`src/rtl/mii_sym_inserter.sv`:
```
module mii_sym_inserter (
  input  logic       clk,
  input  logic       rst_n,
  input  logic       tx_en,
  input  logic       tx_er,
  input  logic [3:0] txd,
  output logic       tx_rdy,
  output logic [4:0] sym
);
  localparam logic [4:0] S_IDLE = 5'b11111;
  localparam logic [4:0] S_J    = 5'b11000;
  localparam logic [4:0] S_K    = 5'b10001;
  localparam logic [4:0] S_T    = 5'b01101;
  localparam logic [4:0] S_R    = 5'b00111;
  localparam logic [4:0] S_HALT = 5'b00100;

  typedef enum logic [2:0] {ST_IDLE, ST_SOP_J, ST_SOP_K, ST_DATA, ST_EOP_T, ST_EOP_R} st_t;

  st_t        st, st_nx;
  logic       seen, seen_nx;
  logic [4:0] sym_nx;

  function automatic logic [4:0] enc(input logic [3:0] n);
    case (n)
      4'h0: enc = 5'b11110;  4'h1: enc = 5'b01001;
      4'h2: enc = 5'b10100;  4'h3: enc = 5'b10101;
      4'h4: enc = 5'b01010;  4'h5: enc = 5'b01011;
      4'h6: enc = 5'b01110;  4'h7: enc = 5'b01111;
      4'h8: enc = 5'b10010;  4'h9: enc = 5'b10011;
      4'hA: enc = 5'b10110;  4'hB: enc = 5'b10111;
      4'hC: enc = 5'b11010;  4'hD: enc = 5'b11011;
      4'hE: enc = 5'b11100;  default: enc = 5'b11101;
    endcase
  endfunction

  assign tx_rdy = (st == ST_IDLE) || (st == ST_DATA);

  always_comb begin
    st_nx   = st;
    seen_nx = seen;
    sym_nx  = S_IDLE;
    case (st)
      ST_IDLE:  if (tx_en) begin st_nx = ST_SOP_J; sym_nx = S_J; end
      ST_SOP_J: begin st_nx = ST_SOP_K; sym_nx = S_K; end
      ST_SOP_K: begin st_nx = ST_DATA; seen_nx = 1'b0; end
      ST_DATA:
        if (tx_en) begin
          seen_nx = 1'b1;
          sym_nx  = tx_er ? S_HALT : enc(txd);
        end else if (seen) begin
          st_nx  = ST_EOP_T;
          sym_nx = S_T;
        end
      ST_EOP_T: begin st_nx = ST_EOP_R; sym_nx = S_R; end
      ST_EOP_R: st_nx = ST_IDLE;
      default:  st_nx = ST_IDLE;
    endcase
  end

  always_ff @(posedge clk) begin
    if (!rst_n) begin
      st   <= ST_IDLE;
      seen <= 1'b0;
      sym  <= S_IDLE;
    end else begin
      st   <= st_nx;
      seen <= seen_nx;
      sym  <= sym_nx;
    end
  end

  AST_START_J:   assert property (@(posedge clk) disable iff (!rst_n) (st == ST_IDLE && tx_en) |=> sym == S_J);
  AST_J_THEN_K:  assert property (@(posedge clk) disable iff (!rst_n) (sym == S_J) |=> sym == S_K);
  AST_DELIM_RDY: assert property (@(posedge clk) disable iff (!rst_n) (sym == S_J || sym == S_K || sym == S_T || sym == S_R) |-> !tx_rdy);
  AST_HALT:      assert property (@(posedge clk) disable iff (!rst_n) (st == ST_DATA && tx_en && tx_er) |=> sym == S_HALT);
  AST_T_THEN_R:  assert property (@(posedge clk) disable iff (!rst_n) (sym == S_T) |=> sym == S_R);
  AST_R_TO_IDLE: assert property (@(posedge clk) disable iff (!rst_n) (sym == S_R) |=> (sym == S_IDLE && tx_rdy));
  AST_IDLE_HOLD: assert property (@(posedge clk) disable iff (!rst_n) (st == ST_IDLE && !tx_en) |=> sym == S_IDLE);
endmodule

```
`config.mk`:
```
export PLATFORM = sky130hd
export DESIGN_NAME = mii_sym_inserter
export DESIGN_NICKNAME = d
export VERILOG_FILES = /design/src/rtl/mii_sym_inserter.sv
export SDC_FILE = /design/constraint.sdc
export NUM_CORES = 1
export LEC_CHECK = 0
export BUFFER_PORTS_ARGS = -buffer_cell sky130_fd_sc_hd__buf_2
export CAP_MARGIN = 5
export CORE_AREA = 2 2 39 41
export CTS_CLUSTER_DIAMETER = 150
export DETAILED_ROUTE_END_ITERATION = 16
export DIE_AREA = 0 0 41 43
export PLACE_DENSITY = 0.68
export SYNTH_ARGS = -nofsm -noshare
export SYNTH_HDL_FRONTEND = slang
export SYNTH_SLANG_ARGS = --single-unit
```
`constraint.sdc`:
```
create_clock -name clk -period 1 [get_ports clk]
set_input_delay 0.1 -clock clk [delete_from_list [all_inputs] [get_ports clk]]
set_output_delay 0.1 -clock clk [all_outputs]
set_load 0.01 [all_outputs]
```
==> impl_metrics.yaml <==
outcome:
  status: "complete, but fails checks"
  failed_checks: "negative setup slack"
cts:
  clock_tree.htree_level_count: 1
  ctsRootBufferMaster: "clkbuf_4"
  cts_tree: "yes"
  num_cts_buffers: 3
  clkTransAtPathRegs_ps: 70
  clock_sink_count: 9
  worstSkewPairLatency_ps: 270
  clockBufferDepth: 2
global_route:
  grt_overflow_total: 0
  grt_first_pass_wirelength_mm: 1.92
  grt_util_met1_pct: 17.5
  grt_most_used_layer: "met2"
  first_global_vias: 465
  met3_capacity_usage_during_global_routing_pct: 6.81
  use_met2_pct: 25.6
  number_of_antenna_violations_at_the_first_check_in_global_routing: 0
  grt_util_overall_pct: 16.4
  pin_count_of_the_biggest_net_entering_global_routing: 11
synthesis:
  post_synth.cell_area_avg_um2: 8.98
  yosys_warnings: 0
  synth_ff_type: "dfxtp_1"
  synth_largest_type_area_fraction_pct: 35.2
  post_synth_num_cell_types: 29
  post_synth_inst_count: 57
  synth.top_cells.by_area: "dfxtp_1 (35%), buf_6 (4.4%), inv_1 (4.4%), nor2b_1 (3.7%), a41oi_2 (3.2%)"
  synth_seq_cells: 9
  postSynthNetCount: 65
  async_flop_share_pct: 0
  synth-seq-area-share_pct: 35.2
  synthesis.area_um2: 512
  synth_area_leader_cell: "dfxtp_1"
  number_of_synthesized_flops_with_an_enable_pin: 0
  synthTopCellsByCount: "dfxtp_1 (9), inv_1 (6), nor2_1 (4)"
  post-synth-top-count-cell: "dfxtp_1"
timing:
  finalClockSkew_ps: 10.5
  finalMaxSlewViolations: 0
  tightestPinTransition_ps: 302
  rsz_0062_raised_after_global_routing: "true"
  final-setup-viol-count: 4
  hold_viol: 0
  setup-tns-final_ps: -233
  timing.final.crit_share_pct: 111
  fin_worst_setup_slack_ps: -113
  period_needed_ps: 1110
  max-slew-margin-rel_pct: 79.5
  timing.fmax_mhz: 899
floorplan:
  fp.dieArea_um2: 1760
  std_cell_rows: 14
  total_i_o_pin_count: 14
  die_width_um: 41
  core_area_um2: 1380
  die_height_um: 43
  floorplan.initialDensity_pct: 37.0
route:
  remaining_drc_errors: 0
  route.detailed.vias_per_inst: 5.39
  drt_iter0_markers: 9
  route.antenna.remaining_nets: 0
  vias: 517
  wl_per_cell_um: 12.9
  firstDrtPassIters: 4
  totalWireLength_mm: 1.24
final_layout:
  synthToLayoutAreaGrowth_pct: 41.6
  nets: 89
  layout-drive-gt1-share_pct: 58.8
  n_antenna_cell: 0
  stdcell_count: 96
  finished_layout_cell_area_um2: 724
setup_path:
  timing.critical_path.from_type: "register"
  critical_path_required_ps: 900
  timing.setup.critical_path_class: "register to output pin"
  worst_setup_ep_type: "output pin"
  timing.critical_path.arrival_ps: 1010
  crit_fanout: 4
place:
  number_of_placed_instances_taps_included: 87
  finalWeightedCongestion: 0.847
  numPortBuffers: 13
  dpl.hpwl_um: 814
  place_area_um2: 612
power:
  ir_worst_vdd_mv: 0.758
  pwr_density_cell_nw_per_um2: 1290
  static-leakage-power_nw: 0.306
hold_path:
  hold_path.class: "input pin to register"
job:
  max_cap_violations: 0
## final cells by class
cell class | instances | area (µm²)
clock buffers | 4 | 26.3
fillers | 132 | 659
inverters | 6 | 22.5
multi-input cells | 38 | 314
flip-flops and latches | 9 | 189
well taps | 16 | 20.0
repair buffers | 23 | 153
## timing repair
item | in CTS | in global routing
setup endpoints to repair | 9 | 9
gates resized for setup | 10 | 8
buffers inserted | 5 | 0
hold buffers | 0 | 0
pin swaps | 3 | 3
## per-layer routing
metal  share of wire, %  wire, µm
met2                 53       650
met4                1.4        17
met1                 42       517
met5                  0         0
met3                4.3        53
## cell families after synthesis
family                 Yosys count  synth area share (%)
AOI/OAI and AO/OA               19                  29.8
buffers and inverters           10                  11.7
DFF                              9                  35.2
and+or+nand+nor                 19                  23.2
## registers in the layout, indices dropped and copies added, names as in the netlist
register / count
seen: 1
st: 3
sym: 5
## power by group
part           internal, W  leakage [nW]  switching [W]
clock             0.000154        0.0150       0.000135
sequential        0.000382        0.0759      0.0000170
combinational     0.000129         0.215       0.000120
## worst max-delay path, stage by stage (launching register included)
cell and delay (ps):
dfxtp_4 360, nor2_4 120, inv_2 40, a21oi_2 90, buf_2 130
## final timing paths
| kind | cells after the start | end | slack, ps | from |
|---|---|---|---|---|
| worst max-delay path | 4 | tx_rdy | -110 | st[0]$_SDFFE_PN0P_ |
| worst min-delay path | 2 | st[2]$_SDFFE_PN0P_ | 150 | rst_n |
| worst max register to register | 3 | sym[1]$_SDFF_PN1_ | -60 | st[0]$_SDFFE_PN0P_ |
| worst min register to register | 1 | seen$_SDFFE_PN0P_ | 600 | st[2]$_SDFFE_PN0P_ |
## metrics by stage
stage | setup slack [ps] | total power [W] | hold WS, ps | utilization, %
after CTS | -126 | 0.000914 | 134 | 50.6
after global routing | -168 | 0.000987 | 142 | 52.4
after detailed placement | -42.7 | 0.000596 | 411 | 44.2
final | -113 | 0.000936 | 148 | 52.4
after floorplan | 1.96 | 0.000522 | 210 | -
after global placement | -48.8 | 0.000595 | 405 | 44.2
## layout by cell type, fill, tap and decap left out, types with 2 or more instances in the layout
cell,count
buf_2,13
buf_4,9
dfxtp_1,6
inv_1,4
nand2_1,3
nor2_1,3
clkbuf_4,3
inv_2,2
a21oi_1,2
nor2b_2,2
o21ai_1,2
a31oi_1,2
a41oi_2,2
dfxtp_4,2
No activity file was read; power rests on OpenSTA's default activity.
